--- config.mk ---
export PLATFORM = sky130hd
export DESIGN_NAME = mcc_ctrl_top
export DESIGN_NICKNAME = d
export VERILOG_FILES = /design/src/rtl/mcc_pkg.sv /design/src/rtl/mcc_sequencer.sv /design/src/rtl/mcc_strobes.sv /design/src/rtl/mcc_alu_decode.sv /design/src/rtl/mcc_ctrl_top.sv
export SDC_FILE = /design/constraint.sdc
export NUM_CORES = 1
export LEC_CHECK = 0
export BUFFER_PORTS_ARGS = -buffer_cell sky130_fd_sc_hd__buf_2
export CAP_MARGIN = 10
export CORE_MARGIN = 10
export CORE_UTILIZATION = 45
export DETAILED_ROUTE_END_ITERATION = 8
export GPL_TIMING_DRIVEN = 0
export PLACE_DENSITY = 0.82
export REMOVE_ABC_BUFFERS = 1
export SLEW_MARGIN = 20
export SYNTH_ARGS = -nofsm -noshare
export SYNTH_HDL_FRONTEND = slang
export SYNTH_HIERARCHICAL = 1
export SYNTH_SLANG_ARGS = --single-unit
--- constraint.sdc ---
create_clock -name clk -period 1.96 [get_ports clk]
set_input_delay 0 -clock clk [delete_from_list [all_inputs] [get_ports clk]]
set_output_delay 0 -clock clk [all_outputs]
set_load 0.05 [all_outputs]
--- src/rtl/mcc_pkg.sv ---
package mcc_pkg;

  localparam int OpW     = 6;
  localparam int FnW     = 6;
  localparam int SelW    = 2;
  localparam int AluOpW  = 2;
  localparam int AluCtlW = 3;
  localparam int StW     = 4;

  // opcode values
  localparam logic [OpW-1:0] OpLoad  = 6'b100011;
  localparam logic [OpW-1:0] OpStore = 6'b101011;
  localparam logic [OpW-1:0] OpReg   = 6'b000000;
  localparam logic [OpW-1:0] OpBeq   = 6'b000100;
  localparam logic [OpW-1:0] OpAddi  = 6'b001000;
  localparam logic [OpW-1:0] OpJump  = 6'b000010;

  // function field values
  localparam logic [FnW-1:0] FnAdd = 6'b100000;
  localparam logic [FnW-1:0] FnSub = 6'b100010;
  localparam logic [FnW-1:0] FnAnd = 6'b100100;
  localparam logic [FnW-1:0] FnOr  = 6'b100101;
  localparam logic [FnW-1:0] FnSlt = 6'b101010;

  // ALU operation classes
  localparam logic [AluOpW-1:0] AopAdd   = 2'b00;
  localparam logic [AluOpW-1:0] AopSub   = 2'b01;
  localparam logic [AluOpW-1:0] AopFunct = 2'b10;

  // ALU control words
  localparam logic [AluCtlW-1:0] AluAnd = 3'b000;
  localparam logic [AluCtlW-1:0] AluOr  = 3'b001;
  localparam logic [AluCtlW-1:0] AluAdd = 3'b010;
  localparam logic [AluCtlW-1:0] AluSub = 3'b110;
  localparam logic [AluCtlW-1:0] AluSlt = 3'b111;

  typedef enum logic [StW-1:0] {
    StFetch  = 4'd0,
    StDecode = 4'd1,
    StMemAdr = 4'd2,
    StMemRd  = 4'd3,
    StMemWb  = 4'd4,
    StMemWr  = 4'd5,
    StExec   = 4'd6,
    StAluWb  = 4'd7,
    StBranch = 4'd8,
    StImmEx  = 4'd9,
    StImmWb  = 4'd10,
    StJump   = 4'd11
  } stateT;

  typedef struct packed {
    logic            pcWrite;
    logic            irWrite;
    logic            regWrite;
    logic            memWrite;
    logic            branch;
    logic            iOrD;
    logic            aluSrcA;
    logic [SelW-1:0] aluSrcB;
    logic [SelW-1:0] pcSrc;
    logic            regDst;
    logic            memToReg;
    logic [AluOpW-1:0] aluOp;
  } strobeT;

endpackage

--- src/rtl/mcc_sequencer.sv ---
module mcc_sequencer
  import mcc_pkg::*;
#(
  parameter int OP_W = OpW
) (
  input  logic            clk,
  input  logic            rst,
  input  logic [OP_W-1:0] opcode,
  output stateT           state
);

  stateT nextState;

  always_comb begin
    nextState = StFetch;
    case (state)
      StFetch:  nextState = StDecode;
      StDecode: begin
        case (opcode)
          OpLoad, OpStore: nextState = StMemAdr;
          OpReg:           nextState = StExec;
          OpBeq:           nextState = StBranch;
          OpAddi:          nextState = StImmEx;
          OpJump:          nextState = StJump;
          default:         nextState = StFetch;
        endcase
      end
      StMemAdr: begin
        if (opcode == OpLoad)       nextState = StMemRd;
        else if (opcode == OpStore) nextState = StMemWr;
        else                        nextState = StFetch;
      end
      StMemRd:  nextState = StMemWb;
      StExec:   nextState = StAluWb;
      StImmEx:  nextState = StImmWb;
      default:  nextState = StFetch;
    endcase
  end

  always_ff @(posedge clk) begin
    if (rst) state <= StFetch;
    else     state <= nextState;
  end

endmodule

--- src/rtl/mcc_strobes.sv ---
module mcc_strobes
  import mcc_pkg::*;
(
  input  stateT  state,
  output strobeT strobes
);

  always_comb begin
    strobes = '0;
    case (state)
      StFetch: begin
        strobes.pcWrite = 1'b1;
        strobes.irWrite = 1'b1;
        strobes.aluSrcB = 2'b01;
        strobes.aluOp   = AopAdd;
      end
      StDecode: begin
        strobes.aluSrcB = 2'b11;
        strobes.aluOp   = AopAdd;
      end
      StMemAdr, StImmEx: begin
        strobes.aluSrcA = 1'b1;
        strobes.aluSrcB = 2'b10;
        strobes.aluOp   = AopAdd;
      end
      StMemRd: strobes.iOrD = 1'b1;
      StMemWb: begin
        strobes.regWrite = 1'b1;
        strobes.memToReg = 1'b1;
      end
      StMemWr: begin
        strobes.iOrD     = 1'b1;
        strobes.memWrite = 1'b1;
      end
      StExec: begin
        strobes.aluSrcA = 1'b1;
        strobes.aluSrcB = 2'b00;
        strobes.aluOp   = AopFunct;
      end
      StAluWb: begin
        strobes.regWrite = 1'b1;
        strobes.regDst   = 1'b1;
      end
      StBranch: begin
        strobes.branch  = 1'b1;
        strobes.aluSrcA = 1'b1;
        strobes.pcSrc   = 2'b01;
        strobes.aluOp   = AopSub;
      end
      StImmWb: strobes.regWrite = 1'b1;
      StJump: begin
        strobes.pcWrite = 1'b1;
        strobes.pcSrc   = 2'b10;
      end
      default: strobes = '0;
    endcase
  end

endmodule

--- src/rtl/mcc_alu_decode.sv ---
module mcc_alu_decode
  import mcc_pkg::*;
#(
  parameter int FN_W = FnW
) (
  input  logic [AluOpW-1:0]  aluOp,
  input  logic [FN_W-1:0]    funct,
  output logic [AluCtlW-1:0] aluCtl
);

  logic [AluCtlW-1:0] functCtl;

  always_comb begin
    case (funct)
      FnAdd:   functCtl = AluAdd;
      FnSub:   functCtl = AluSub;
      FnAnd:   functCtl = AluAnd;
      FnOr:    functCtl = AluOr;
      FnSlt:   functCtl = AluSlt;
      default: functCtl = AluAdd;
    endcase
  end

  always_comb begin
    case (aluOp)
      AopSub:   aluCtl = AluSub;
      AopFunct: aluCtl = functCtl;
      default:  aluCtl = AluAdd;
    endcase
  end

endmodule

--- src/rtl/mcc_ctrl_top.sv ---
module mcc_ctrl_top
  import mcc_pkg::*;
#(
  parameter int OP_W = OpW,
  parameter int FN_W = FnW
) (
  input  logic               clk,
  input  logic               rst,
  input  logic [OP_W-1:0]    opcode,
  input  logic [FN_W-1:0]    funct,
  output logic               pcWrite,
  output logic               irWrite,
  output logic               regWrite,
  output logic               memWrite,
  output logic               branch,
  output logic               iOrD,
  output logic               aluSrcA,
  output logic [SelW-1:0]    aluSrcB,
  output logic [SelW-1:0]    pcSrc,
  output logic               regDst,
  output logic               memToReg,
  output logic [AluCtlW-1:0] aluCtl
);

  stateT  state;
  strobeT strobes;

  mcc_sequencer #(.OP_W(OP_W)) uSeq (
    .clk    (clk),
    .rst    (rst),
    .opcode (opcode),
    .state  (state)
  );

  mcc_strobes uStb (
    .state   (state),
    .strobes (strobes)
  );

  mcc_alu_decode #(.FN_W(FN_W)) uAlu (
    .aluOp  (strobes.aluOp),
    .funct  (funct),
    .aluCtl (aluCtl)
  );

  assign pcWrite  = strobes.pcWrite;
  assign irWrite  = strobes.irWrite;
  assign regWrite = strobes.regWrite;
  assign memWrite = strobes.memWrite;
  assign branch   = strobes.branch;
  assign iOrD     = strobes.iOrD;
  assign aluSrcA  = strobes.aluSrcA;
  assign aluSrcB  = strobes.aluSrcB;
  assign pcSrc    = strobes.pcSrc;
  assign regDst   = strobes.regDst;
  assign memToReg = strobes.memToReg;

endmodule

# Yosys cells after proc, flatten, opt, wreduce, memory -nomap -nowiden
# Cells that the tools add are included.
[totals] reg_bits=4 latch_bits=0 mem_bits_rw=0 romBits=0 inputBits=14 output_inout_bits=16 word_cells=49 memories=0
[classes] n_addsub=0 mul=0 div_mod_pow=0 order_cmp=0 eq_ne=22 shifts=0 muxes=18 bitwise_logic=0 n_reduce_logical=8
[op_table] operator="$eq 6x6->1 const B" n=6
[op_table] operator="$pmux 4 s6" n=1
[op_table] operator="$pmux 4 s5" n=1
[op_table] operator="$eq 4x3->1 const B" n=4
[op_table] operator="$eq 4x4->1 const B" n=4
[op_table] operator="$pmux 3 s4" n=1
[op_table] operator="$mux 1" n=9
[op_table] operator="$eq 4x2->1 const B" n=2
[op_table] operator="$pmux 2 s2" n=2
[op_table] operator="$reduce_or 2->1" n=4
[op_table] operator="$eq 6x2->1 const B" n=1
[op_table] operator="$eq 6x3->1 const B" n=1
[op_table] operator="$eq 6x4->1 const B" n=1
[op_table] operator="$logic_not 6->1" n=1
[op_table] operator="$pmux 2 s3" n=1
[op_table] operator="$pmux 3 s2" n=1
[op_table] operator="$eq 4x1->1 const B" n=1
[op_table] operator="$logic_not 4->1" n=1
[op_table] operator="$mux 4" n=1
[op_table] operator="$reduce_or 4->1" n=1
[op_table] operator="$mux 3" n=1
[op_table] operator="$reduce_or 3->1" n=1
[op_table] operator="$eq 2x1->1 const B" n=1
[op_table] operator="$eq 2x2->1 const B" n=1

# Longest topological paths before layout
[depth] word_depth=4 ltp_mapped=7 mapped_depth_nobuf=6

# Hierarchy
# The synthesis kept the hierarchy.
[by_module_without_submodules] mod="mcc_sequencer" n_inst=1 cells_per_inst=35 area_each_um2=316.6 seq_area_each_um2=80.1
[by_module_without_submodules] mod="mcc_strobes" n_inst=1 cells_per_inst=30 area_each_um2=205.2 seq_area_each_um2=0.0
[by_module_without_submodules] mod="mcc_alu_decode" n_inst=1 cells_per_inst=15 area_each_um2=117.6 seq_area_each_um2=0.0

# Worst setup path before layout
# Ideal clock, no wire load.
[synth_timing] path_kind="flip-flop to output port" from="register uSeq.state[2]" to="output aluCtl[2]" arrival_time_ps=2345 required_ps=1960 setup_slack_ps=-385 path_stages_with_launch=8 n_path_buf=1 path_cell_list="dfxtp_1 > buf_6 > nand2b_1 > nor3_1 > inv_1 > ha_1 > nand4bb_1 > o22ai_1"
[synth_rtl] item="start: declaration" line_no="mcc_sequencer.sv:9" source="output stateT state"
[synth_rtl] item="start signal: assignment" line_no="mcc_sequencer.sv:41" source="if (rst) state <= StFetch;"
[synth_rtl] item="start signal: assignment" line_no="mcc_sequencer.sv:42" source="else state <= nextState;"
[synth_rtl] item="end: declaration" line_no="mcc_ctrl_top.sv:22" source="output logic [AluCtlW-1:0] aluCtl"

# Worst setup path after layout
[layout_timing] from="register uSeq.state[2]" to="output aluCtl[0]"
[layout_between] elab_chain_cells=4 word_cells_on_any_way=6 cone_classes="eq/ne (4); mux (2)"
[layout_rtl] item="$eq 4x4->1 / $eq 4x3->1 (equally long branches)" line_no="mcc_strobes.sv:10" source="case (state)"
[layout_rtl] item="$pmux 2 s2 (*)" line_no="mcc_strobes.sv:10"
[layout_rtl] item="$eq 2x2->1 / $eq 2x1->1 (equally long branches)" line_no="mcc_alu_decode.sv:25" source="case (aluOp)"
[layout_rtl] item="$pmux 3 s2 (*)" line_no="mcc_alu_decode.sv:25"
# Every way passes the cells marked *; elsewhere a longest branch is shown, timed or not.

==> results_dict.tcl <==
set metrics [dict create \
    grt_pass1_vias 685 \
    hold_start "rst" \
    via_count 756 \
    cts_root_buffer "clkbuf_4" \
    grt_overflow 0 \
    maxCapViolations 0 \
    synth.mux.area_fraction_pct 0 \
    drc 0 \
    cp-end-kind "primary output" \
    p_seq_share_pct 31.0 \
    final_nets 134 \
    synth_edf_count 0 \
    p_clk_share_pct 33.6 \
    synth_adder_area_share_pct 3.91 \
    comb_power_share_pct 35.4 \
    critical_path.max_fanout 11 \
    grt_first_pass_wirelength_um 3150 \
    grtUsageTotal_pct 11.0 \
    yosys.area.top_type "dfxtp_1" \
    cts_hold_buf 0 \
    clk_pin_slew_ns 0.04 \
    max_stage_delay_ns 0.37 \
    via_per_inst 5.77 \
    min_path_cells 3 \
    numCtsBuffers 3 \
    syn_avg_cell_area_um2 7.99 \
    skew_ns 0.00122 \
    ant_nets 0 \
    drtIter0Drc 11 \
    die_y_um 57.7 \
    fillers 104 \
    seqCellArea_um2 95.1 \
    cts.path.max_buffers 2 \
    regToRegStartpoint "uSeq/state[2]" \
    totalWireLength_um 2050 \
    hold_viol 0 \
    synthXorXnorAreaFrac_pct 4.11 \
    synth_compound_area_share_pct 20.0 \
    post-synth-top-count-cell "nor3_1" \
    p_per_area_nw_per_um2 321 \
    antenna_found_initial 0 \
    multi_input_area_um2 559 \
    r2r_slack_ns 0.75 \
    synth_top_family_by_area "simple AND/OR/NAND/NOR gates" \
    synthArstFlopShare_pct 0 \
    setup_viol 0 \
    worstPathArrival_ns 1.88 \
    crit_path_start_kind "flop" \
    insertion_delay_ns 0.23 \
    fin_crit_ns 1.88 \
    crit_cells 7 \
    hold_path_end "uSeq/state[2]" \
    fin_crit_sh_pct 95.9 \
    startpoint "uSeq/state[2]" \
    irDropWorstVdd_mv 0.250 \
    h-tree-depth 1 \
    fin_util_pct 70.8 \
    maxSlewViolCount 0 \
    largest_register "uSeq/state" \
    antenna_cells 0 \
    critPathTopFamily "simple AND/OR/NAND/NOR gates" \
    pin_count 30 \
    netSwitchingFraction_pct 36.2 \
    wire_per_inst_um 15.7 \
    yosys_warnings 6 \
    synth_top_area_share_pct 12.5 \
    relSlewSlack_pct 77.6 \
    path_cells "nand2b_4 -> nor3_4 -> inv_1 -> ha_4 -> nand4bb_4 -> a21oi_1 -> buf_4" \
    rows 13 \
    synth_commonest_cells "nor3_1 (8), a21oi_1 (6), inv_1 (5)" \
    crit_type "flop to primary output" \
    p_leak_nw 0.404 \
    die_w_um 57.7 \
    holdWs_ns 0.0955 \
    max_freq_ghz 0.532 \
    hold_class "input pin to flop" \
    crit_required_ns 1.96 \
    syn_inst 80 \
    start_util_pct 48.5 \
    place_congestion 0.790 \
    slowest_stage "dfxtp_4" \
    cts_sinks 4 \
    cts_tree "done" \
    syn_area_um2 639 \
    synthFlopType "dfxtp_1" \
    internal_power_uw 191 \
    worst_slew_pin_slew_ns 0.335 \
    p_sw_uw 108 \
    r2r_cells 4 \
    crit_buf_inv 2 \
    dieArea_um2 3330 \
    fin_tns_setup_ns 0 \
    r2r-end "uSeq/state[1]" \
    core_um2 1320 \
    synthSimpleGateAreaFrac_pct 49.9 \
    yosysSeqAreaShare_pct 12.5 \
    ys_types 41 \
    grt_max_degree 23 \
    synth-seq-cells 4 \
    drt-pass1-iter-count 4 \
    synthTopCellsByArea "dfxtp_1 (13%), nor3_1 (6.3%), nand4bb_1 (5.3%), a21oi_1 (4.7%), and4bb_2 (3.9%)" \
    largest_reg_flops 4 \
    drive_gt1_share_pct 51.7 \
    p_total_uw 300 \
    top_regs "uSeq/state: 4 flops" \
    area_delta_synth_final_pct 45.8 \
    port_buffers 29 \
    status "finished clean" \
]
## power by group through the flow
stage          Clock, mW  Combinational, mW  Sequential (mW)
2_1_floorplan          0             0.0642           0.0934
3_3_place_gp           0             0.0974           0.0957
3_5_place_dp           0              0.101           0.0968
4_1_cts            0.104              0.102           0.0937
5_1_grt            0.112              0.114           0.0940
6_report           0.101              0.106           0.0928
## area by class of cell
class / instances / area share (%)
Tap cell: 15 / 2.01
Inverter: 5 / 2.01
Timing Repair Buffer: 38 / 23.4
Sequential cell: 4 / 10.2
Clock buffer: 3 / 2.42
Multi-Input combinational cell: 66 / 60.0
## logic make-up after synthesis
family                   after synthesis
AND/OR/NAND/NOR                       43
flip-flops                             4
adder cells (fa/ha/maj)                2
AO/OA/AOI/OAI                         18
XOR/XNOR                               3
buffers and inverters                 10
## how the worst max path moves through the flow
stage                           end  slack [ns]
after CTS                 aluCtl[2]        0.02
final                     aluCtl[0]        0.08
after detailed placement  aluCtl[2]       -0.27
after floorplan           aluCtl[2]       -1.39
after global placement    aluCtl[2]       -0.16
after global routing      aluCtl[0]      -0.005
## timing repair
action                     4_1_cts  5_1_grt
pin swaps                        1        0
resized for setup               15        4
setup endpoints to repair        3        2
buffers inserted                 0        9
## tightest hold or removal path: cells and delay by family
family	cells	cell delay (ns)
buffers and inverters	1	0.14
AOI/OAI and AO/OA	1	0.11
and+or+nand+nor	1	0.04
## layer usage
| layer | global-route usage, % | part of all wire (%) | up-vias |
|---|---|---|---|
| met5 | 0 | 0 | - |
| met4 | 1.68 | 0 | 0 |
| met3 | 5.66 | 9.6 | 0 |
| met2 | 18.1 | 50 | 29 |
| met1 | 12.7 | 40 | 348 |
| li1 | - | - | 379 |
## cell usage in the layout, fill, tap and decap left out, types with 2 or more instances in the layout
cell type | synthesis | routed
a21oi_1 | 6 | 6
and4bb_2 | 2 | 2
buf_2 | 1 | 27
buf_4 | 2 | 11
clkbuf_4 | 0 | 3
dfxtp_4 | 0 | 4
inv_1 | 5 | 5
nand2_1 | 4 | 4
nand2b_1 | 4 | 3
nand4b_1 | 2 | 2
nand4bb_1 | 3 | 2
nor2_1 | 4 | 3
nor3_1 | 8 | 7
nor3b_1 | 2 | 2
nor4b_1 | 2 | 2
o21ai_0 | 2 | 2
xor2_1 | 2 | 2
## metrics by stage
stage,area [µm²],worst slack [ns],cells
floorplan,597,-1.39,75
global placement,761,-0.161,119
detailed placement,761,-0.275,119
CTS,835,0.0237,122
global route,932,-0.00501,131
finish,932,0.0809,131
Note: power is estimated with default switching activity, not from simulation.
